--- config.mk ---
export PLATFORM = sky130hd
export DESIGN_NAME = dsk_refgen
export DESIGN_NICKNAME = d
export VERILOG_FILES = /design/src/rtl/dsk_pkg.sv /design/src/rtl/dsk_sampler.sv /design/src/rtl/dsk_crc24.sv /design/src/rtl/dsk_serializer.sv /design/src/rtl/dsk_refgen.sv
export SDC_FILE = /design/constraint.sdc
export NUM_CORES = 1
export LEC_CHECK = 0
export BUFFER_PORTS_ARGS = -buffer_cell sky130_fd_sc_hd__buf_2
export CORE_AREA = 2 2 265 267
export DETAILED_ROUTE_END_ITERATION = 7
export DIE_AREA = 0 0 267 269
export PLACE_DENSITY_LB_ADDON = 0.12
export SLEW_MARGIN = 40
export SYNTH_ARGS = -nofsm -noshare
export SYNTH_HDL_FRONTEND = slang
export SYNTH_SLANG_ARGS = --single-unit
--- constraint.sdc ---
create_clock -name clk -period 2.3 [get_ports clk]
set_input_delay 0.23 -clock clk [delete_from_list [all_inputs] [get_ports clk]]
set_output_delay 0.23 -clock clk [all_outputs]
set_load 0.03 [all_outputs]
--- src/rtl/dsk_pkg.sv ---
package dsk_pkg;
  localparam int UNIT_W  = 68;
  localparam int SAMP_W  = 8;
  localparam int HDR_W   = 32;
  localparam int CRC_W   = 24;
  localparam logic [7:0] FRM_A1 = 8'hF6;
  localparam logic [7:0] FRM_A2 = 8'h28;
  localparam logic [CRC_W-1:0] CRC_POLY = 24'h864CFB;
  localparam logic [CRC_W-1:0] CRC_SEED = 24'hFFFFFF;

  function automatic logic [CRC_W-1:0] crc_step(input logic [CRC_W-1:0] c, input logic b);
    logic fb;
    fb = c[CRC_W-1] ^ b;
    crc_step = {c[CRC_W-2:0], 1'b0} ^ (fb ? CRC_POLY : '0);
  endfunction
endpackage

--- src/rtl/dsk_sampler.sv ---
module dsk_sampler
  import dsk_pkg::*;
#(
  parameter int LANES = 10,
  localparam int PAY_W = HDR_W + LANES * SAMP_W
) (
  input  logic                    clk,
  input  logic                    rst_n,
  input  logic                    in_valid,
  output logic                    in_ready,
  input  logic [LANES*UNIT_W-1:0] in_data,
  output logic                    pend_valid,
  input  logic                    pend_ready,
  output logic [PAY_W-1:0]        pend_payload
);
  logic                      second_q;
  logic                      slot_full;
  logic [LANES*SAMP_W-1:0]   samp_d, samp_q;
  logic [PAY_W-1:0]          slot_q;
  logic                      take;

  for (genvar n = 0; n < LANES; n++) begin : g_lane
    assign samp_d[(LANES-1-n)*SAMP_W +: SAMP_W] = in_data[n*UNIT_W + UNIT_W - SAMP_W +: SAMP_W];
  end

  assign in_ready     = !second_q || !slot_full || pend_ready;
  assign take         = in_valid && in_ready;
  assign pend_valid   = slot_full;
  assign pend_payload = slot_q;

  always_ff @(posedge clk or negedge rst_n) begin
    if (!rst_n) begin
      second_q  <= 1'b0;
      slot_full <= 1'b0;
      samp_q    <= '0;
      slot_q    <= '0;
    end else begin
      if (take) second_q <= !second_q;
      if (take && !second_q) samp_q <= samp_d;
      if (take && second_q) begin
        slot_q    <= {FRM_A1, FRM_A1, FRM_A2, FRM_A2, samp_q};
        slot_full <= 1'b1;
      end else if (pend_ready && slot_full) begin
        slot_full <= 1'b0;
      end
    end
  end

  // a frame only appears after an input unit was taken
  assert_frame_from_input_R5: assert property (@(posedge clk) disable iff (!rst_n)
    $rose(pend_valid) |-> $past(in_valid && in_ready));
  // a refused unit means a frame is waiting
  assert_refuse_only_full_R7: assert property (@(posedge clk) disable iff (!rst_n)
    (in_valid && !in_ready) |=> pend_valid);
endmodule

--- src/rtl/dsk_crc24.sv ---
module dsk_crc24
  import dsk_pkg::*;
(
  input  logic             clk,
  input  logic             rst_n,
  input  logic             init,
  input  logic             step,
  input  logic             din,
  input  logic             shift,
  output logic             msb
);
  logic [CRC_W-1:0] crc_q;

  always_ff @(posedge clk or negedge rst_n) begin
    if (!rst_n)     crc_q <= CRC_SEED;
    else if (init)  crc_q <= CRC_SEED;
    else if (step)  crc_q <= crc_step(crc_q, din);
    else if (shift) crc_q <= {crc_q[CRC_W-2:0], 1'b0};
  end

  assign msb = crc_q[CRC_W-1];

  // update and emit phases never overlap
  assert_step_shift_excl_R4: assert property (@(posedge clk) disable iff (!rst_n)
    !(step && shift));
endmodule

--- src/rtl/dsk_serializer.sv ---
module dsk_serializer
  import dsk_pkg::*;
#(
  parameter int PAY_W = 112,
  localparam int FRAME_W = PAY_W + CRC_W,
  localparam int CNT_W = $clog2(FRAME_W)
) (
  input  logic             clk,
  input  logic             rst_n,
  input  logic             pend_valid,
  output logic             pend_ready,
  input  logic [PAY_W-1:0] pend_payload,
  output logic             out_valid,
  input  logic             out_ready,
  output logic             out_bit,
  output logic             out_sof
);
  logic             busy;
  logic [CNT_W-1:0] cnt;
  logic [PAY_W-1:0] sh_q;
  logic             xfer, last, in_pay, load, crc_msb;

  assign xfer       = busy && out_ready;
  assign last       = (cnt == CNT_W'(FRAME_W - 1));
  assign in_pay     = (cnt < CNT_W'(PAY_W));
  assign pend_ready = !busy || (xfer && last);
  assign load       = pend_valid && pend_ready;

  always_ff @(posedge clk or negedge rst_n) begin
    if (!rst_n) begin
      busy <= 1'b0;
      cnt  <= '0;
      sh_q <= '0;
    end else if (load) begin
      busy <= 1'b1;
      cnt  <= '0;
      sh_q <= pend_payload;
    end else if (xfer) begin
      if (last) busy <= 1'b0;
      else      cnt  <= cnt + 1'b1;
      if (in_pay) sh_q <= {sh_q[PAY_W-2:0], 1'b0};
    end
  end

  dsk_crc24 u_crc (
    .clk   (clk),
    .rst_n (rst_n),
    .init  (load),
    .step  (xfer && in_pay),
    .din   (sh_q[PAY_W-1]),
    .shift (xfer && !in_pay),
    .msb   (crc_msb)
  );

  assign out_valid = busy;
  assign out_bit   = in_pay ? sh_q[PAY_W-1] : crc_msb;
  assign out_sof   = busy && (cnt == '0);

  // a stalled bit is held
  assert_hold_stall_R6: assert property (@(posedge clk) disable iff (!rst_n)
    (out_valid && !out_ready) |=> (out_valid && $stable(out_bit) && $stable(out_sof)));
  // waiting frame follows without a gap
  assert_no_gap_R8: assert property (@(posedge clk) disable iff (!rst_n)
    (out_valid && out_ready && last && pend_valid) |=> (out_valid && out_sof));
  // a start marker follows a completed frame or an idle serializer
  assert_sof_entry_R1: assert property (@(posedge clk) disable iff (!rst_n)
    $rose(out_sof) |-> $past(!out_valid || (out_ready && last)));
  // bit counter stays inside the frame
  assert_cnt_range_R1: assert property (@(posedge clk) disable iff (!rst_n)
    cnt <= CNT_W'(FRAME_W - 1));
endmodule

--- src/rtl/dsk_refgen.sv ---
module dsk_refgen
  import dsk_pkg::*;
#(
  parameter int LANES = 10,
  localparam int PAY_W = HDR_W + LANES * SAMP_W
) (
  input  logic                    clk,
  input  logic                    rst_n,
  input  logic                    in_valid,
  output logic                    in_ready,
  input  logic [LANES*UNIT_W-1:0] in_data,
  output logic                    out_valid,
  input  logic                    out_ready,
  output logic                    out_bit,
  output logic                    out_sof
);
  logic             pend_valid, pend_ready;
  logic [PAY_W-1:0] pend_payload;

  dsk_sampler #(.LANES(LANES)) u_samp (
    .clk          (clk),
    .rst_n        (rst_n),
    .in_valid     (in_valid),
    .in_ready     (in_ready),
    .in_data      (in_data),
    .pend_valid   (pend_valid),
    .pend_ready   (pend_ready),
    .pend_payload (pend_payload)
  );

  dsk_serializer #(.PAY_W(PAY_W)) u_ser (
    .clk          (clk),
    .rst_n        (rst_n),
    .pend_valid   (pend_valid),
    .pend_ready   (pend_ready),
    .pend_payload (pend_payload),
    .out_valid    (out_valid),
    .out_ready    (out_ready),
    .out_bit      (out_bit),
    .out_sof      (out_sof)
  );

  // nothing leaves before a frame was assembled
  assert_idle_until_frame_R9: assert property (@(posedge clk) disable iff (!rst_n)
    $rose(out_valid) |-> $past(pend_valid));
endmodule

# == Yosys cells after proc, flatten, opt, wreduce, memory -nomap -nowiden ==
# Index checks and enable logic that the tools add are counted.
# word_totals
reg_bits,308
in_bits,684
output_inout_bits,4
wordCells,55
# classes
n_addsub,1
n_lt_le_gt_ge,1
n_eq_ne,2
n_mux,16
n_bitwise,2
n_reduce_logical,25
# ops
operator,count
two-way mux 112 bit,3
two-way mux 24 bit,4
two-way mux 8 bit,3
XOR 24 bit,1
logical AND 1 bit,9
"adder 8 x 1 -> 8 bit, second input constant",1
"== test 8 bit, second input constant",1
zero test 8 bit,1
"less-than comparator 8 x 7 -> 1 bit, second input constant",1
nonzero test 2 bit,4
two-way mux 1 bit,6
AND reduction 2 bit,3
zero test 1 bit,4
logical OR 1 bit,3
nonzero test 3 bit,1
"inequality test 2 bit, second input constant",1
XOR 1 bit,1

# == Logic depth before layout (Yosys ltp) ==
# Gate-level depths: netlist of the first run.
# depth
depth_word,7
ltp_mapped,7
ltp_nobuf,5

# == Cells and area by module ==
# A second synthesis of the first run with hierarchy kept.
# hier_totals
cells_unflattened,1189
area_unflattened_um2,14122.3
# modules_own_cells
mod,instances,cells_each,area_each_um2,seq_area_each_um2
dsk_serializer,1,682,6533.8,3027.9
dsk_sampler,1,381,6317.3,4078.9
dsk_crc24,1,126,1271.2,630.6

# == Least setup slack after synthesis of the first run ==
# Ideal clock, no wire load.
# synth_timing
path_type,register to output
start,register u_ser.cnt[5]
end,output in_ready
arrival_ps,1905
t_required_ps,2070
path_slack_ps,165
stages_incl_launch_ff,7
path_buffers,2
path_cell_list,dfrtp_1 -> or4_4 -> o21ai_1 -> clkbuf_1 -> buf_2 -> nor2_1 -> nand2_1
# synth_via
elab_chain_cells,4
# synth_lines
element,line,text
start: declaration,dsk_serializer.sv:19,logic [CNT_W-1:0] cnt;
start signal: assignment,dsk_serializer.sv:40,else cnt <= cnt + 1'b1;
== test 8 bit,dsk_serializer.sv:24,assign last = (cnt == CNT_W'(FRAME_W - 1));
logical AND 1 bit,dsk_serializer.sv:26,assign pend_ready = !busy || (xfer && last);
logical OR 1 bit,dsk_serializer.sv:26,
logical OR 1 bit,dsk_sampler.sv:26,assign in_ready = !second_q || !slot_full || pend_ready;
end: declaration,dsk_refgen.sv:10,"output logic in_ready,"
# No other way between the ends.

# == Worst setup path in the final report of the first run ==
# layout_timing
start,register u_ser.cnt[4]
end,register u_samp.slot_q[62] (netlist: u_samp.pend_payload[62])
# layout_via
elab_chain_cells,6
# layout_lines
element,line,text
== test 8 bit,dsk_serializer.sv:24,
logical AND 1 bit,dsk_serializer.sv:26,
logical OR 1 bit,dsk_serializer.sv:26,
logical OR 1 bit,dsk_sampler.sv:26,
logical AND 1 bit,dsk_sampler.sv:27,assign take = in_valid && in_ready;
logical AND 1 bit,dsk_sampler.sv:40,if (take && second_q) begin
end signal: assignment,dsk_sampler.sv:41,"slot_q <= {FRM_A1, FRM_A1, FRM_A2, FRM_A2, samp_q};"
end: declaration,dsk_sampler.sv:19,logic [PAY_W-1:0] slot_q;
# No other way between the ends.
# A chain may end at the register's enable or synchronous reset.

==> results.txt, run 1 <==
----------------------------------------------------
[Die]
  Die width ... 267 um
  Vert. Die Dim ... 269 um
  Number of top-level pins ... 688
  Area of the die ... 0.0718 mm^2
  Row count ... 97
  Core Box Area ... 0.0693 mm^2
  Initial Utilization ... 0.182

[Setup path]
  Startpoint of the worst register-to-register path ... u_ser.cnt[4]
  Data required time of the critical path ... 2.71 ns
  Endpoint of the worst setup timing path ... u_samp.pend_payload[62]
  Worst Reg2Reg Path Length in Cells ... 6
  Type of the worst setup path ... flip-flop to flip-flop
  Data arrival, critical path ... 2.70 ns
  Nature of the critical path endpoint ... flip-flop
  Highest fanout seen on the critical path ... 47
  Critical Path Start Type ... flip-flop
  Slack of the worst reg-to-reg path ... 0.02 ns
  Capturing point of the worst reg2reg path ... u_samp.pend_payload[62]
  Critical path origin ... u_ser.cnt[4]

[Synthesis]
  Synthesized netlist net count ... 1694
  Synth cell types ... 36
  Most used DFF post-synth ... sky130_fd_sc_hd__dfrtp_1
  Cell with the most instances after synthesis ... sky130_fd_sc_hd__dfrtp_1
  Count of yosys warnings during synthesis ... 0
  Average size of a mapped cell ... 12.5 um^2
  Leading cell types by count after synthesis ... 284 x sky130_fd_sc_hd__dfrtp_1, 84 x sky130_fd_sc_hd__mux2_2, 82 x sky130_fd_sc_hd__o21ai_0
  Cell types with the largest area share after synthesis ... sky130_fd_sc_hd__dfrtp_1 56%, sky130_fd_sc_hd__mux2_2 7.5%, sky130_fd_sc_hd__mux2_1 7.0%
  Post-synth EDFFs ... 0
  Post-Synthesis Cells ... 1008
  Proportion of synthesized chip area in sequential cells ... 0.613
  Cell area after technology mapping ... 0.0126 mm^2
  Synth top area share ... 0.563
  Number of storage elements in the synthesis netlist ... 308
  Share of flip-flops with an asynchronous set or reset after synthesis ... 1.00
  Post-synthesis cell type with the largest combined area ... sky130_fd_sc_hd__dfrtp_1

[Pwr]
  Comb power frac ... 0.113
  Worst ir drop on vdd ... 0.397 mV
  Cell internal pwr ... 0.0109 W
  Clock share of power ... 0.401
  Overall Power ... 0.0144 W
  Sequential cell fraction of total power ... 0.487
  Total power density per cell area ... 871 mW/mm^2
  Leakage power ... 7.25 nW
  Switching power summed over all nets ... 0.00353 W
  Switching power as a share of total power ... 0.245

[Routing]
  Starting DRC count in detailed routing ... 339
  Average wire per cell in the routed design ... 14.1 um
  Detail Route Antenna Nets ... 0
  Vias per cell ... 3.79
  Detailed-routing iteration count for the pre-antenna-repair pass ... 4
  Total routed wirelength ... 30.2 mm
  Routed vias ... 8143
  Total DRC errors in the routed layout ... 0

[Final layout]
  Area overhead of the layout relative to synthesis ... 30.9%
  Fin nets ... 1871
  Fill cell instance count of the final layout ... 7417
  Number of antenna diodes ... 0
  Share of cells above drive strength 1 ... 0.251
  Area of all placed cells without fillers ... 0.0165 mm^2
  Final Core Density ... 0.239

[STA]
  Unrepaired setup endpoints after global routing ... true
  Setup TNS after final layout ... 0 ns
  Worst Slack Setup Final ... 0.0154 ns
  Max-Slew Margin vs Limit ... 0.655
  Final hold violation count ... 0
  Setup violations, final ... 0
  Final period demand of the worst path ... 2.28 ns
  Worst clock skew ... 0.0192 ns
  Share of the cycle needed by the critical path after routing ... 0.993
  Transition time at the pin with the least slew margin ... 0.513 ns
  Max Fclk ... 438 MHz
  Pins Over Slew Limit ... 0

[Place]
  Final weighted congestion in routability-driven placement ... 0.684
  Pre-CTS WS ... 0.160 ns
  Number of buffers inserted by port buffering ... 87
  Total cell area at the placement stage ... 0.0145 mm^2
  Post-DP HPWL ... 17.8 mm

[Global route]
  Via count of the first global-routing pass ... 8795
  Antenna violations before repair ... 1
  Total congestion overflow ... 0
  Pin count of the biggest net entering global routing ... 74
  GRT Overall Usage ... 0.0873
  Global-route wire length before repair ... 50.0 mm

[Clocking]
  CTS Buf Count ... 38
  Skew-Pair Late Insertion Delay ... 0.55 ns
  CTS tree ... built
  Clock-pin slew on the worst setup and hold paths ... 0.06 ns
  Clock net sink count ... 308
  Count of H-tree levels built during CTS ... 2
  CTS Root Buffer Type ... sky130_fd_sc_hd__clkbuf_16
  Maximum root-to-sink buffer count ... 3

[Run status]
  Run status ... finished, final reports clean

[Job]
  Max-cap check violation count ... 0

[Min path]
  Classification of the worst-slack hold path ... primary input to asynchronous set/reset pin

----------------------------------------------------
stage by stage:
stage,hold slack [ns],std cells
after global routing,0.176,2151
after CTS,0.134,2151
after detailed placement,0.142,2000
after floorplan,-0.0656,1008
final,0.163,2151
after global placement,0.142,2000
cell usage in the layout, fill, tap and decap left out, types with 3 or more instances in the layout:
master / n
sky130_fd_sc_hd__a31oi_1: 29
sky130_fd_sc_hd__nor2_1: 43
sky130_fd_sc_hd__buf_12: 17
sky130_fd_sc_hd__dfrtp_1: 282
sky130_fd_sc_hd__clkbuf_1: 13
sky130_fd_sc_hd__dfstp_2: 24
sky130_fd_sc_hd__mux2_1: 78
sky130_fd_sc_hd__buf_6: 4
sky130_fd_sc_hd__a21oi_1: 29
sky130_fd_sc_hd__clkinv_2: 3
sky130_fd_sc_hd__nand2_1: 73
sky130_fd_sc_hd__xor2_1: 5
sky130_fd_sc_hd__nand3_1: 81
sky130_fd_sc_hd__xnor2_1: 13
sky130_fd_sc_hd__mux2_2: 84
sky130_fd_sc_hd__mux2i_1: 81
sky130_fd_sc_hd__o21ai_0: 82
sky130_fd_sc_hd__clkbuf_8: 10
sky130_fd_sc_hd__buf_4: 22
sky130_fd_sc_hd__clkbuf_16: 39
sky130_fd_sc_hd__dlygate4sd3_1: 82
sky130_fd_sc_hd__nand4_1: 4
sky130_fd_sc_hd__buf_2: 84
power by group through the flow:
stage          Clock (W)  Sequential, W  Combinational [W]
5_1_grt          0.00626        0.00715            0.00184
3_3_place_gp           0        0.00712            0.00149
3_5_place_dp           0        0.00713            0.00152
6_report         0.00576        0.00701            0.00162
2_1_floorplan          0        0.00691            0.00107
4_1_cts          0.00607        0.00704            0.00166
how the worst min path moves through the flow:
stage / from / cells past startpoint / to / slack [ns]
after floorplan: rst_n / 0 / u_samp.pend_payload[0] / -0.07
after global routing: rst_n / 2 / u_samp.samp_q[53] / 0.18
after global placement: rst_n / 1 / u_samp.samp_q[39] / 0.14
after detailed placement: rst_n / 1 / u_samp.samp_q[52] / 0.14
final: rst_n / 2 / u_samp.pend_payload[75] / 0.16
after CTS: rst_n / 2 / u_samp.samp_q[31] / 0.13
cell type report:
type	instances	area [um^2]	area share
clock buffers	62	1160	0.0703
well taps	940	1180	0.0711
repair buffers	210	1810	0.109
flip-flops and latches	308	7740	0.468
clock inverters	4	23.8	0.00144
inverters	3	11.3	0.000681
multi-input cells	624	4610	0.279
state kept, by name, summed over array words and instances, names as in the netlist:
signal / cells
u_samp.pend_payload: 81
u_samp.pend_valid: 1
u_samp.samp_q: 80
u_samp.second_q: 1
u_ser.cnt: 8
u_ser.out_valid: 1
u_ser.sh_q: 112
u_ser.u_crc.crc_q: 24
repair_timing:
| item | 4_1_cts | 5_1_grt |
|---|---|---|
| setup buffers | 3 | 0 |
| hold buffers | 82 | 0 |
| pin swaps | 2 | 3 |
| endpoints found under the hold margin | 295 | 0 |
| setup endpoints to repair | 2 | 81 |
| resized for setup | 8 | 4 |
routing by layer:
| metal | track usage | routed length [um] | up-vias | part of all wire |
|---|---|---|---|---|
| li1 | - | - | 3902 | - |
| met2 | 0.140 | 13900 | 100 | 0.46 |
| met1 | 0.117 | 14500 | 4094 | 0.48 |
| met4 | 0.0263 | 651 | 2 | 0.022 |
| met5 | 0 | 13 | - | 0.00043 |
| met3 | 0.0196 | 1140 | 45 | 0.038 |
kinds of logic (layout without fill, tap and decap cells):
kind of cell    count (synthesis)  after routing  share of synthesized area
simple gates                  217            217                     0.0776
fa+ha+maj                       2              2                    0.00198
flops                         308            308                      0.613
mux                           243            243                      0.209
buf+inv                        76            279                     0.0258
compound gates                144            144                     0.0609
xor+xnor                       18             18                     0.0125
worst max-delay path, cell delays in order (launching register included):
cell and delay, ns:
sky130_fd_sc_hd__dfrtp_1 0.38, sky130_fd_sc_hd__or4_4 0.57, sky130_fd_sc_hd__buf_4 0.18, sky130_fd_sc_hd__o211ai_2 0.29
sky130_fd_sc_hd__nand3_4 0.14, sky130_fd_sc_hd__buf_12 0.23, sky130_fd_sc_hd__mux2_1 0.34
Power figures use the tool's default switching activity.
==> inputs of run 2 (changes only) <==
==> constraint.sdc (replaced) <==
create_clock -name clk -period 2.3 [get_ports clk]
set_input_delay 0.46 -clock clk [delete_from_list [all_inputs] [get_ports clk]]
set_output_delay 0.46 -clock clk [all_outputs]
set_load 0.03 [all_outputs]
==> run 2 against run 1 <==
The flow now finishes with violations (setup timing); first-iteration DRC count shrank 3.5%; utilization decreased by 0.99 points; clock power grew 11%; clock skew increased by 0.0080 ns; maximum frequency down 7.4%; worst hold slack lost 0.030 ns; sequential power is essentially flat; via count down 2.9%; global-route usage is 0.14 points lower; largest power group unchanged.
==> results.txt, run 2 (same netlist as run 1, synthesis figures left out) <==
----------------------------------------------------
[Routing]
  Vias per cell ... 3.82
  Detailed-routing iteration count for the pre-antenna-repair pass ... 4
  Routed vias ... 7910
  Detail Route Antenna Nets ... 0
  Average wire per cell in the routed design ... 14.4 um
  Total routed wirelength ... 29.9 mm
  Total DRC errors in the routed layout ... 0
  Starting DRC count in detailed routing ... 327

[Clocking]
  CTS Root Buffer Type ... sky130_fd_sc_hd__clkbuf_16
  Clock-pin slew on the worst setup and hold paths ... 0.06 ns
  Count of H-tree levels built during CTS ... 2
  CTS tree ... built
  Skew-Pair Late Insertion Delay ... 0.56 ns
  Maximum root-to-sink buffer count ... 3
  Clock net sink count ... 308
  CTS Buf Count ... 40

[Die]
  Area of the die ... 0.0718 mm^2
  Vert. Die Dim ... 269 um
  Row count ... 97
  Number of top-level pins ... 688
  Core Box Area ... 0.0693 mm^2
  Initial Utilization ... 0.182
  Die width ... 267 um

[Setup path]
  Endpoint of the worst setup timing path ... in_ready
  Data required time of the critical path ... 1.84 ns
  Highest fanout seen on the critical path ... 3
  Data arrival, critical path ... 2.01 ns
  Critical path origin ... u_ser.cnt[3]
  Startpoint of the worst register-to-register path ... u_ser.cnt[3]
  Capturing point of the worst reg2reg path ... u_samp.pend_payload[69]
  Critical Path Start Type ... flip-flop
  Worst Reg2Reg Path Length in Cells ... 6
  Nature of the critical path endpoint ... output pin
  Type of the worst setup path ... flip-flop to output pin
  Slack of the worst reg-to-reg path ... 0.03 ns

[STA]
  Setup violations, final ... 3
  Worst Slack Setup Final ... -0.168 ns
  Final hold violation count ... 0
  Unrepaired setup endpoints after global routing ... true
  Transition time at the pin with the least slew margin ... 0.501 ns
  Max-Slew Margin vs Limit ... 0.662
  Pins Over Slew Limit ... 0
  Final period demand of the worst path ... 2.47 ns
  Max Fclk ... 405 MHz
  Worst clock skew ... 0.0272 ns
  Share of the cycle needed by the critical path after routing ... 1.07

[Job]
  Max-cap check violation count ... 0

[Global route]
  Antenna violations before repair ... 2
  Pin count of the biggest net entering global routing ... 57
  Global routing usage on met1 ... 0.114
  GRT Overall Usage ... 0.0859
  Total congestion overflow ... 0
  Most utilized layer in the global route result ... met2
  Global-route wire length before repair ... 48.7 mm
  Met2 layer usage reported by global route ... 0.134
  M3 GR Usage ... 0.0210
  Via count of the first global-routing pass ... 8378

[Pwr]
  Clock share of power ... 0.429
  Switching power summed over all nets ... 0.00365 W
  Worst ir drop on vdd ... 0.439 mV
  Comb power frac ... 0.103
  Leakage power ... 6.97 nW
  Total power density per cell area ... 944 mW/mm^2
  Cell internal pwr ... 0.0113 W
  Switching power as a share of total power ... 0.244
  Sequential cell fraction of total power ... 0.468

[Place]
  Post-DP HPWL ... 17.7 mm
  Number of buffers inserted by port buffering ... 87
  Total cell area at the placement stage ... 0.0144 mm^2
  Final weighted congestion in routability-driven placement ... 0.695
  Placed instance count ... 1996

[Final layout]
  Most common library cell in the layout ignoring fill and taps ... sky130_fd_sc_hd__dfrtp_1
  Area of all placed cells without fillers ... 0.0158 mm^2
  Share of cells above drive strength 1 ... 0.272
  Fill cell instance count of the final layout ... 7421
  Most frequent cells in the layout ... 282 x sky130_fd_sc_hd__dfrtp_1, 84 x sky130_fd_sc_hd__mux2_2, 84 x sky130_fd_sc_hd__buf_2
  Flip-flop count of the largest register, all copies and words added ... 112
  Fin nets ... 1788
  Area overhead of the layout relative to synthesis ... 25.5%
  Register ranked first by flip-flop count ... u_ser.sh_q
  Number of non-filler instances in the completed layout ... 2072

[Run status]
  Failing checks ... setup timing
  Run status ... finished, violations left

[Min path]
  Classification of the worst-slack hold path ... primary input to flip-flop

----------------------------------------------------
## run 2: cell type report
| type | instances | area, um^2 | share of cell area |
|---|---|---|---|
| well taps | 940 | 1180 | 0.0742 |
| clock inverters | 10 | 140 | 0.00884 |
| multi-input cells | 624 | 4610 | 0.291 |
| clock buffers | 60 | 1210 | 0.0763 |
| diodes | 2 | 5.00 | 0.000316 |
| flip-flops and latches | 308 | 7740 | 0.489 |
| repair buffers | 125 | 950 | 0.0599 |
| inverters | 3 | 11.3 | 0.000711 |
## run 2: metrics by stage
stage	power, W	setup slack [ns]	setup TNS [ns]	hold slack, ns	util
floorplan	0.00798	0.0112	0	0.164	-
global placement	0.00859	0.138	0	0.419	0.208
detailed placement	0.00864	0.150	0	0.421	0.208
CTS	0.0153	-0.234	-0.643	0.0872	0.228
global route	0.0158	-0.275	-2.13	0.0995	0.229
finish	0.0150	-0.168	-0.245	0.132	0.229
## run 2: repair_timing
action / CTS / global route
hold endpoints to repair: 41 / 0
hold buffers: 1 / 0
pin swaps: 3 / 3
endpoints found under the setup margin: 3 / 82
gates resized for setup: 3 / 7
buffers inserted: 2 / 1
## run 2: worst min path at each step
stage,from,end,slack (ns),cells after the start
6_report,in_data[402],u_samp.samp_q[34],0.13,2
5_1_grt,in_data[403],u_samp.samp_q[35],0.1,2
4_1_cts,in_data[473],u_samp.samp_q[29],0.09,2
3_5_place_dp,rst_n,u_samp.samp_q[51],0.42,1
3_3_place_gp,rst_n,u_samp.samp_q[51],0.42,1
2_1_floorplan,rst_n,u_samp.pend_payload[0],0.16,0
## run 2: routing by layer
layer | part of all wire | vias up | wire length [um]
met5 | 0 | - | 0
li1 | - | 3750 | -
met1 | 0.48 | 4004 | 14200
met2 | 0.45 | 105 | 13600
met3 | 0.039 | 51 | 1160
met4 | 0.031 | 0 | 930
## run 2: power groups by stage
stage                     clock network [W]  logic, W  registers [W]
final                               0.00642   0.00154        0.00700
after global routing                0.00692   0.00174        0.00715
after CTS                           0.00674   0.00155        0.00703
after detailed placement                  0   0.00152        0.00712
after global placement                    0   0.00149        0.00710
after floorplan                           0   0.00107        0.00691
## run 2: worst max-delay path, stage by stage, from the launching register on
cell                      delay, ns
sky130_fd_sc_hd__dfrtp_1       0.38
sky130_fd_sc_hd__or4_4         0.59
sky130_fd_sc_hd__o21ai_4       0.17
sky130_fd_sc_hd__nor2_1        0.06
sky130_fd_sc_hd__nand2_1       0.09
sky130_fd_sc_hd__buf_6         0.16
==> inputs of run 3 (changes only) <==
--- a/config.mk
+++ b/config.mk
@@ -7,7 +7,7 @@
 export LEC_CHECK = 0
 export BUFFER_PORTS_ARGS = -buffer_cell sky130_fd_sc_hd__buf_2
-export CORE_AREA = 2 2 265 267
+export CORE_AREA = 2 2 264 266
 export DETAILED_ROUTE_END_ITERATION = 7
-export DIE_AREA = 0 0 267 269
+export DIE_AREA = 0 0 266 268
 export PLACE_DENSITY_LB_ADDON = 0.12
 export SLEW_MARGIN = 40
==> constraint.sdc (replaced) <==
create_clock -name clk -period 2.9 [get_ports clk]
set_input_delay 0.58 -clock clk [delete_from_list [all_inputs] [get_ports clk]]
set_output_delay 0.58 -clock clk [all_outputs]
set_load 0.005 [all_outputs]
==> run 3 against run 2 <==
The run now ends clean; global-route usage grew 0.19 points; sequential power fell by 20%; combinational power shrank 27%; die area fell by 0.74%; clock power down 24%; critical path depth did not move; flip-flop and latch count stayed put; final cell count down 3.5%; cell area decreased by 2.0%; routed wire length increased by 1.0%; largest power group unchanged; highest routed layer unchanged.
==> results.txt, run 3 (same netlist as run 1, synthesis figures left out) <==
----------------------------------------------------
[Run status]
  Run status ... finished, final reports clean

[Global route]
  Pin count of the biggest net entering global routing ... 81
  Total congestion overflow ... 0
  Global-route wire length before repair ... 49.7 mm
  GRT Overall Usage ... 0.0878
  Via count of the first global-routing pass ... 8597
  Antenna violations before repair ... 1

[Setup path]
  Critical Path Start Type ... flip-flop
  Nature of the critical path endpoint ... output pin
  Slowest cell delay on critical path ... 0.61 ns
  Highest fanout seen on the critical path ... 5
  Cell at the slowest stage of the critical path ... sky130_fd_sc_hd__or4_4
  Data required time of the critical path ... 2.32 ns
  Crit path cell chain ... or4_4 > o21ai_4 > nor2_1 > nand2_1 > buf_2
  Type of the worst setup path ... flip-flop to output pin
  Data arrival, critical path ... 2.16 ns

[Place]
  Final weighted congestion in routability-driven placement ... 0.635
  Number of buffers inserted by port buffering ... 87
  Post-DP HPWL ... 17.8 mm

[Final layout]
  Area overhead of the layout relative to synthesis ... 23.0%
  Fin nets ... 1778
  Register ranked first by flip-flop count ... u_ser.sh_q
  Most frequent cells in the layout ... 283 x sky130_fd_sc_hd__dfrtp_1, 86 x sky130_fd_sc_hd__buf_2, 84 x sky130_fd_sc_hd__mux2_2
  Number of antenna diodes ... 0
  Share of cells above drive strength 1 ... 0.261
  Most common library cell in the layout ignoring fill and taps ... sky130_fd_sc_hd__dfrtp_1
  Flip-flop count of the largest register, all copies and words added ... 112

[Clocking]
  # resized after CTS ... 0
  CTS tree ... built
  Count of H-tree levels built during CTS ... 2
  Clock net sink count ... 308
  CTS Buf Count ... 38
  Maximum root-to-sink buffer count ... 3
  Skew-Pair Late Insertion Delay ... 0.55 ns
  Clock-pin slew on the worst setup and hold paths ... 0.06 ns
  CTS Root Buffer Type ... sky130_fd_sc_hd__clkbuf_16

[STA]
  Setup TNS after final layout ... 0 ns
  Transition time at the pin with the least slew margin ... 0.803 ns
  Max Fclk ... 366 MHz
  Pins Over Slew Limit ... 0
  Worst clock skew ... 0.0238 ns
  Unrepaired setup endpoints after global routing ... false
  Setup violations, final ... 0
  Final hold violation count ... 0
  Max-Slew Margin vs Limit ... 0.465
  Share of the cycle needed by the critical path after routing ... 0.943
  Final period demand of the worst path ... 2.74 ns
  Post-route worst hold slack ... 0.269 ns

[Job]
  Max-cap check violation count ... 0

[Pwr]
  Total power density per cell area ... 746 mW/mm^2
  Leakage power ... 6.88 nW
  Worst ir drop on vdd ... 0.388 mV

[Routing]
  Vias per cell ... 3.94
  Routed vias ... 7881
  Total routed wirelength ... 30.2 mm
  Starting DRC count in detailed routing ... 304
  Detail Route Antenna Nets ... 0
  Average wire per cell in the routed design ... 15.1 um
  Detailed-routing iteration count for the pre-antenna-repair pass ... 4
  Total DRC errors in the routed layout ... 0

[Die]
  Vert. Die Dim ... 268 um
  Row count ... 96
  Die width ... 266 um
  Area of the die ... 0.0713 mm^2
  Initial Utilization ... 0.185
  Core Box Area ... 0.0682 mm^2
  Number of top-level pins ... 688

[Min path]
  Classification of the worst-slack hold path ... primary input to flip-flop

----------------------------------------------------
-- run 3: report_power, final --
| part | internal (W) | switching (W) |
|---|---|---|
| sequential | 0.00513 | 0.000438 |
| clock | 0.00303 | 0.00187 |
| combinational | 0.000643 | 0.000481 |
-- run 3: area by class of cell --
cell class	count	area (um^2)
clock buffers	58	1170
repair buffers	117	790
fillers	7332	52700
multi-input cells	624	4600
well taps	882	1100
clock inverters	8	119
inverters	3	11.3
flip-flops and latches	308	7740
-- run 3: path summary, 6_finish.rpt --
path | from | to | slack [ns] | cells after the start
min in group asynchronous | rst_n | u_samp.pend_payload[83] | 0.58 | 2
max in group asynchronous | rst_n | u_samp.samp_q[9] | 1.60 | 3
setup reg to reg | u_ser.cnt[5] | u_ser.sh_q[47] | 0.53 | 6
setup / recovery | u_ser.cnt[5] | in_ready | 0.16 | 5
hold reg to reg | u_samp.samp_q[49] | u_samp.pend_payload[49] | 0.48 | 1
hold / removal | in_data[673] | u_samp.samp_q[1] | 0.27 | 2
-- run 3: routing by layer --
layer | global-route usage | vias to the layer above | part of all wire
li1 | - | 3709 | -
met1 | 0.117 | 4022 | 0.48
met2 | 0.140 | 104 | 0.46
met3 | 0.0213 | 46 | 0.038
met4 | 0.0276 | 0 | 0.026
met5 | 0 | - | 0
-- run 3: metrics by stage --
stage	setup WS, ns	util	power (W)	instance area (um^2)	cells
finish	0.165	0.228	0.0116	15500	2000
detailed placement	0.504	0.208	0.00682	14200	1930
global route	0.0258	0.228	0.0123	15500	2000
floorplan	0.568	-	0.00632	12600	1008
CTS	0.0200	0.227	0.0119	15500	1997
global placement	0.518	0.208	0.00678	14200	1930
-- run 3: critical path: cells and delay by family, from the launching register on --
kind                   cells  cell delay [ns]
buffers and inverters      1             0.14
flip-flops                 1             0.42
AO/OA/AOI/OAI              1             0.23
AND/OR/NAND/NOR            3             0.81
-- run 3: timing repair --
action	CTS	global route
pin swaps	1	1
hold buffers	1	0
buffers inserted	0	3
endpoints found under the setup margin	1	1
hold endpoints to repair	36	0
